**config.mk**
```make
export PLATFORM = sky130hd
export DESIGN_NAME = irq_group_aggregator
export DESIGN_NICKNAME = d
export VERILOG_FILES = /design/src/rtl/irqagg_pkg.sv /design/src/rtl/irqagg_group_reduce.sv /design/src/rtl/irqagg_irq_gate.sv /design/src/rtl/irqagg_reg_port.sv /design/src/rtl/irq_group_aggregator.sv
export SDC_FILE = /design/constraint.sdc
export NUM_CORES = 1
export LEC_CHECK = 0
export CORE_AREA = 2 2 171 173
export CTS_CLUSTER_DIAMETER = 50
export CTS_CLUSTER_SIZE = 8
export DETAILED_ROUTE_END_ITERATION = 6
export DIE_AREA = 0 0 173 175
export SLEW_MARGIN = 20
export SYNTH_ARGS = -nofsm -noshare
export SYNTH_HDL_FRONTEND = slang
export SYNTH_SLANG_ARGS = --single-unit
```
**constraint.sdc**
```tcl
create_clock -name clk -period 2 [get_ports clk]
set_input_delay 0.5 -clock clk [delete_from_list [all_inputs] [get_ports clk]]
set_output_delay 0.5 -clock clk [all_outputs]
set_load 0.005 [all_outputs]
```
**src/rtl/irqagg_pkg.sv**
```systemverilog
package irqagg_pkg;

   // State of the interrupt gate
   typedef enum logic {
      GATE_IDLE = 1'b0,
      GATE_BUSY = 1'b1
   } gate_state_e;

   function automatic int unsigned ceil_div(input int unsigned num, input int unsigned den);
      return (num + den - 1) / den;
   endfunction

endpackage

```
**src/rtl/irqagg_group_reduce.sv**
```systemverilog
module irqagg_group_reduce #(
   parameter int NUM_PINS   = 184,
   parameter int GROUP_SIZE = 4,
   parameter int SUM_W      = 64,
   parameter bit REG_OUT    = 1'b1
) (
   input  logic                clk,
   input  logic                rst_n,
   input  logic [NUM_PINS-1:0] irq_sts,
   input  logic [NUM_PINS-1:0] wake_sts,
   output logic [SUM_W-1:0]    sum_o
);
   localparam int NUM_GROUPS = irqagg_pkg::ceil_div(NUM_PINS, GROUP_SIZE);
   localparam int PAD_W      = NUM_GROUPS * GROUP_SIZE;

   logic [PAD_W-1:0] pend_pad;
   logic [SUM_W-1:0] sum_c;

   // Pins past NUM_PINS in the last group are padded with 0
   always_comb begin
      pend_pad                 = '0;
      pend_pad[NUM_PINS-1:0]   = irq_sts | wake_sts;
   end

   for (genvar g = 0; g < SUM_W; g++) begin : g_sum
      if (g < NUM_GROUPS) begin : g_live
         assign sum_c[g] = |pend_pad[g*GROUP_SIZE +: GROUP_SIZE];
      end else begin : g_pad
         assign sum_c[g] = 1'b0;
      end
   end

   if (REG_OUT) begin : g_reg
      always_ff @(posedge clk or negedge rst_n) begin
         if (!rst_n) sum_o <= '0;
         else        sum_o <= sum_c;
      end
   end else begin : g_comb
      assign sum_o = sum_c;
   end
endmodule

```
**src/rtl/irqagg_irq_gate.sv**
```systemverilog
module irqagg_irq_gate (
   input  logic clk,
   input  logic rst_n,
   input  logic sum_any,
   input  logic eoi,
   output logic irq_o
);
   import irqagg_pkg::*;

   gate_state_e state_q, state_d;

   always_comb begin
      state_d = state_q;
      if (eoi)                                 state_d = GATE_IDLE;
      else if (state_q == GATE_IDLE && sum_any) state_d = GATE_BUSY;
   end

   always_ff @(posedge clk or negedge rst_n) begin
      if (!rst_n) state_q <= GATE_IDLE;
      else        state_q <= state_d;
   end

   assign irq_o = (state_q == GATE_BUSY);
endmodule

```
**src/rtl/irqagg_reg_port.sv**
```systemverilog
module irqagg_reg_port #(
   parameter int WORD_W    = 32,
   parameter int NUM_WORDS = 2,
   parameter int ADDR_W    = 2,
   parameter int EOI_BIT   = 0
) (
   input  logic [NUM_WORDS*WORD_W-1:0] sum,
   input  logic [ADDR_W-1:0]           reg_addr,
   input  logic                        reg_we,
   input  logic [WORD_W-1:0]           reg_wdata,
   output logic [WORD_W-1:0]           reg_rdata,
   output logic                        eoi_o
);
   localparam logic [ADDR_W-1:0] CTRL_ADDR = ADDR_W'(NUM_WORDS);

   // Control word holds no state: the end-of-interrupt request is a one-cycle pulse
   assign eoi_o = reg_we && (reg_addr == CTRL_ADDR) && reg_wdata[EOI_BIT];

   always_comb begin
      reg_rdata = '0;
      for (int w = 0; w < NUM_WORDS; w++) begin
         if (reg_addr == ADDR_W'(w)) reg_rdata = sum[w*WORD_W +: WORD_W];
      end
   end
endmodule

```
**src/rtl/irq_group_aggregator.sv**
```systemverilog
module irq_group_aggregator #(
   parameter int NUM_PINS   = 184,
   parameter int GROUP_SIZE = 4,
   parameter int WORD_W     = 32,
   parameter int NUM_WORDS  = 2,
   parameter int ADDR_W     = 2,
   parameter int EOI_BIT    = 0,
   parameter bit REG_OUT    = 1'b1
) (
   input  logic                clk,
   input  logic                rst_n,
   input  logic [NUM_PINS-1:0] pin_irq_sts,
   input  logic [NUM_PINS-1:0] pin_wake_sts,
   input  logic [ADDR_W-1:0]   reg_addr,
   input  logic                reg_we,
   input  logic [WORD_W-1:0]   reg_wdata,
   output logic [WORD_W-1:0]   reg_rdata,
   output logic                irq_o
);
   localparam int NUM_GROUPS = irqagg_pkg::ceil_div(NUM_PINS, GROUP_SIZE);
   localparam int SUM_W      = NUM_WORDS * WORD_W;

   if (NUM_GROUPS > SUM_W) begin : g_bad_words
      $error("summary words too narrow for the pin groups");
   end
   if (NUM_WORDS + 1 > (1 << ADDR_W)) begin : g_bad_addr
      $error("address width cannot reach the control word");
   end
   if (EOI_BIT >= WORD_W) begin : g_bad_eoi
      $error("end-of-interrupt bit outside the word");
   end

   logic [SUM_W-1:0] sum_q;
   logic             eoi;

   irqagg_group_reduce #(
      .NUM_PINS  (NUM_PINS),
      .GROUP_SIZE(GROUP_SIZE),
      .SUM_W     (SUM_W),
      .REG_OUT   (REG_OUT)
   ) u_reduce (
      .clk     (clk),
      .rst_n   (rst_n),
      .irq_sts (pin_irq_sts),
      .wake_sts(pin_wake_sts),
      .sum_o   (sum_q)
   );

   irqagg_reg_port #(
      .WORD_W   (WORD_W),
      .NUM_WORDS(NUM_WORDS),
      .ADDR_W   (ADDR_W),
      .EOI_BIT  (EOI_BIT)
   ) u_regs (
      .sum      (sum_q),
      .reg_addr (reg_addr),
      .reg_we   (reg_we),
      .reg_wdata(reg_wdata),
      .reg_rdata(reg_rdata),
      .eoi_o    (eoi)
   );

   irqagg_irq_gate u_gate (
      .clk    (clk),
      .rst_n  (rst_n),
      .sum_any(|sum_q),
      .eoi    (eoi),
      .irq_o  (irq_o)
   );
endmodule

```
==> key figures <==
Clock tree
  • Total CTS buffers: 5
  • CTS tree: done
  • CTS H-tree depth: 2
  • Max Buffers Root-to-Sink: 2
  • # clock sinks: 47
  • Clk_lat worst skew: 0.30 ns
  • Clk root buf: clkbuf_16
  • Hold_buf cts: 0
  • CTS clk-pin slew, worst paths: 0.06 ns

Critical path
  • Critical path required time: 1.50 ns
  • Critical Path, Cell by Cell: buf_6, buf_12, buf_4, buf_12, mux2i_1, nor2_1, dlygate4sd2_1
  • CP peak stage delay: 0.27 ns
  • Worst r2r dst: u_gate.irq_o
  • Kind of critical path: in2out
  • Worst setup EP type: primary output
  • Crit Reg-Reg Startpoint: u_reduce.sum_o[29]
  • Critical path's slowest cell: dlygate4sd2_1
  • CP delay by family, top: buffers and inverters
  • Internal reg-to-reg setup slack: ~0.36 ns
  • Critical path fanouts, max: 6
  • CP bufs+invs: 5
  • R2R cell count: 4
  • Most common cell on crit path: buf_12
  • Startpoint type of the worst setup path: primary input
  • Worst Path Arrival: 1.45 ns

Die
  • Die width: ~170 um
  • Row Count: 62
  • Starting Density: 0.08474
  • Ports: 438
  • Core ar.: 0.02839 mm^2
  • Die height: about 180 um
  • DIE AREA: 0.03028 mm^2

Final layout
  • Area grow syn2layout: 199.7%
  • N_diodes: 0
  • Multi-input gate area: 0.001204 mm^2
  • Layout cells sized above 1: 0.06881
  • Storage cell area: 0.001176 mm^2
  • Most frequent cells in the layout: 371 x clkdlybuf4s50_1, 99 x nor4_1, 47 x dfrtp_1
  • Final non-filler cell total: about 1,100
  • Fin area: 0.007211 mm^2
  • Commonest non-fill, non-tap cell in the layout: clkdlybuf4s50_1
  • Filler Cells Inserted: between 3,000 and 4,000
  • Final nets: 1,089

Route
  • Drt via density: 3.538
  • Antenna Violating Nets Remaining: 0
  • Per-cell routed wire length: approximately 16 um
  • WL final: 16,900 um
  • Via count: roughly 3,800
  • Iteration-0 DRC Markers: 105
  • Detailed-route DRC error count: 0
  • DRT Pass-1 Iters: 4

Power and ir drop
  • Switching share of power: 0.2165
  • Psw: 0.0005936 W
  • Lkg Pwr: 2.454 nW
  • Pint: between 0.002 and 0.0025 W
  • Flop pwr share: 0.349
  • Power per cell area: around 380 mW/mm^2
  • Worst vdd ir: 228.2 uV
  • Clock power frac: 0.299
  • Comb pwr share: 0.352

Yosys
  • Adder-cell share of the synthesized area: 0
  • Post-synthesis mux area share: 0.05824
  • Synth Instances: 254
  • Top cells by area, synth: dfrtp_1 49%, nor4_1 26%, nand2_1 7.2%, mux2i_1 5.8%, and2_1 4.4%
  • Syn nets: 659
  • Syn_area_per_cell: 9.473 um^2
  • Post-synth top area share: 0.4888
  • Post-synth cell types: 16
  • Synth Warn #: 0
  • XOR/XNOR share of the synthesized area: 0
  • Post-Syn Area: 0.002406 mm^2
  • Cell taking the most area after synthesis: dfrtp_1
  • Compound-gate portion of the synthesized area: 0.003640
  • Flop and latch count out of synthesis: 47
  • Largest family of logic cells by synthesized area: simple AND/OR/NAND/NOR gates
  • Simple-Gate Fraction of Synth Area: 0.4373
  • Sequential-to-total area share from yosys stat: 0.4888

STA
  • Final setup viols: 0
  • Final hold violation count: 0
  • Fmax: between 0.5 and 0.6 GHz
  • Worst-margin pin slew: 0.6063 ns
  • Min Hold Slack: 0.2010 ns
  • Setup repair after global routing missed its margin: no
  • Setup Skew: between 0.002 and 0.0025 ns
  • Crit share post-route: 0.9760
  • Final WS setup: 0.04809 ns
  • Final Max Tran Viols: 0
  • Min Clock Period, post-route: 1.952 ns
  • Worst rel slew slack: 0.5921

Place
  • HPWL after DPL: 15,190 um
  • GPL Wtd Cong: between 0.7 and 0.8
  • IO Port Bufs: 406
  • DP Area: 0.007029 mm^2
  • Pre-CTS setup slack: -0.5710 ns
  • Dpl cells: 1,049

GRT
  • Global route total overflow: 0
  • Vias in the first global route: between 4,000 and 5,000
  • Initial antenna violation count: 1
  • Largest net degree at the start of global routing: 25
  • Global-route wire length before repair: 24,170 um
  • All-Layer GR Usage: 0.1084

Job
  • Max_cap viols: 0

Run status
  • Outcome: finished clean

Min path
  • Hold WC Path Type: in2async
## layout make-up
type	count	share of cell area
repair buffers	428	0.5855
multi-input cells	202	0.1669
clock buffers	6	0.01787
well taps	384	0.06663
flip-flops and latches	47	0.1631
## synth_stat cells
library cell,count
nor4_1,99
dfrtp_1,47
nand2_1,46
and2_1,17
mux2i_1,14
nor2_1,14
nor4_2,4
nand4_1,3
buf_4,2
clkbuf_2,2
and2_2,1
buf_1,1
nand4b_1,1
nor2_4,1
nor3_1,1
o31a_1,1
## worst max path at each step
stage	slack [ns]	from	cells past startpoint	to
global route	0.002	reg_addr[0]	7	reg_rdata[28]
finish	0.05	reg_addr[0]	7	reg_rdata[7]
global placement	-0.53	reg_addr[0]	6	reg_rdata[18]
detailed placement	-0.57	reg_addr[0]	6	reg_rdata[29]
CTS	0.005	reg_addr[0]	7	reg_rdata[22]
floorplan	0.40	reg_addr[1]	4	reg_rdata[20]
## logic make-up after synthesis
family	after synthesis
DFF	47
buffers and inverters	5
and+or+nand+nor	187
muxes	14
AOI/OAI and AO/OA	1
## flip-flops by register name, summed over array words and instances, names as in the netlist
name and count:
u_gate.irq_o 1, u_reduce.sum_o 46
## routing by layer
layer,GRT usage,vias up,routed length [um]
li1,-,1848,-
met1,0.1204,1697,6402
met2,0.1968,210,8706
met3,0.03351,18,1491
met4,0.03425,2,289
met5,0,-,12
## what timing repair did
item / 4_1_cts / 5_1_grt
setup buffers: 12 / 0
gates cloned: 1 / 0
setup endpoints to repair: 32 / 13
resized for setup: 76 / 8
pin swaps: 1 / 1
## power by group through the flow
stage	Sequential (W)	Clock, W	Combinational [W]
after floorplan	0.000974	0	0.0000859
after global placement	0.000975	0	0.000963
after detailed placement	0.000975	0	0.000973
after CTS	0.000956	0.000893	0.000981
after global routing	0.000956	0.000915	0.00103
final	0.000956	0.000820	0.000965
## stage by stage
| step | setup TNS, ns | total power, W | util |
|---|---|---|---|
| 6_report | 0 | 0.002742 | 0.2540 |
| 5_1_grt | 0 | 0.002898 | 0.2540 |
| 4_1_cts | 0 | 0.002830 | 0.2545 |
| 3_5_place_dp | -16.28 | 0.001948 | 0.2476 |
| 3_3_place_gp | -15.95 | 0.001938 | 0.2476 |
| 2_1_floorplan | 0 | 0.001059 | - |
No activity file was read; power rests on OpenSTA's default activity.
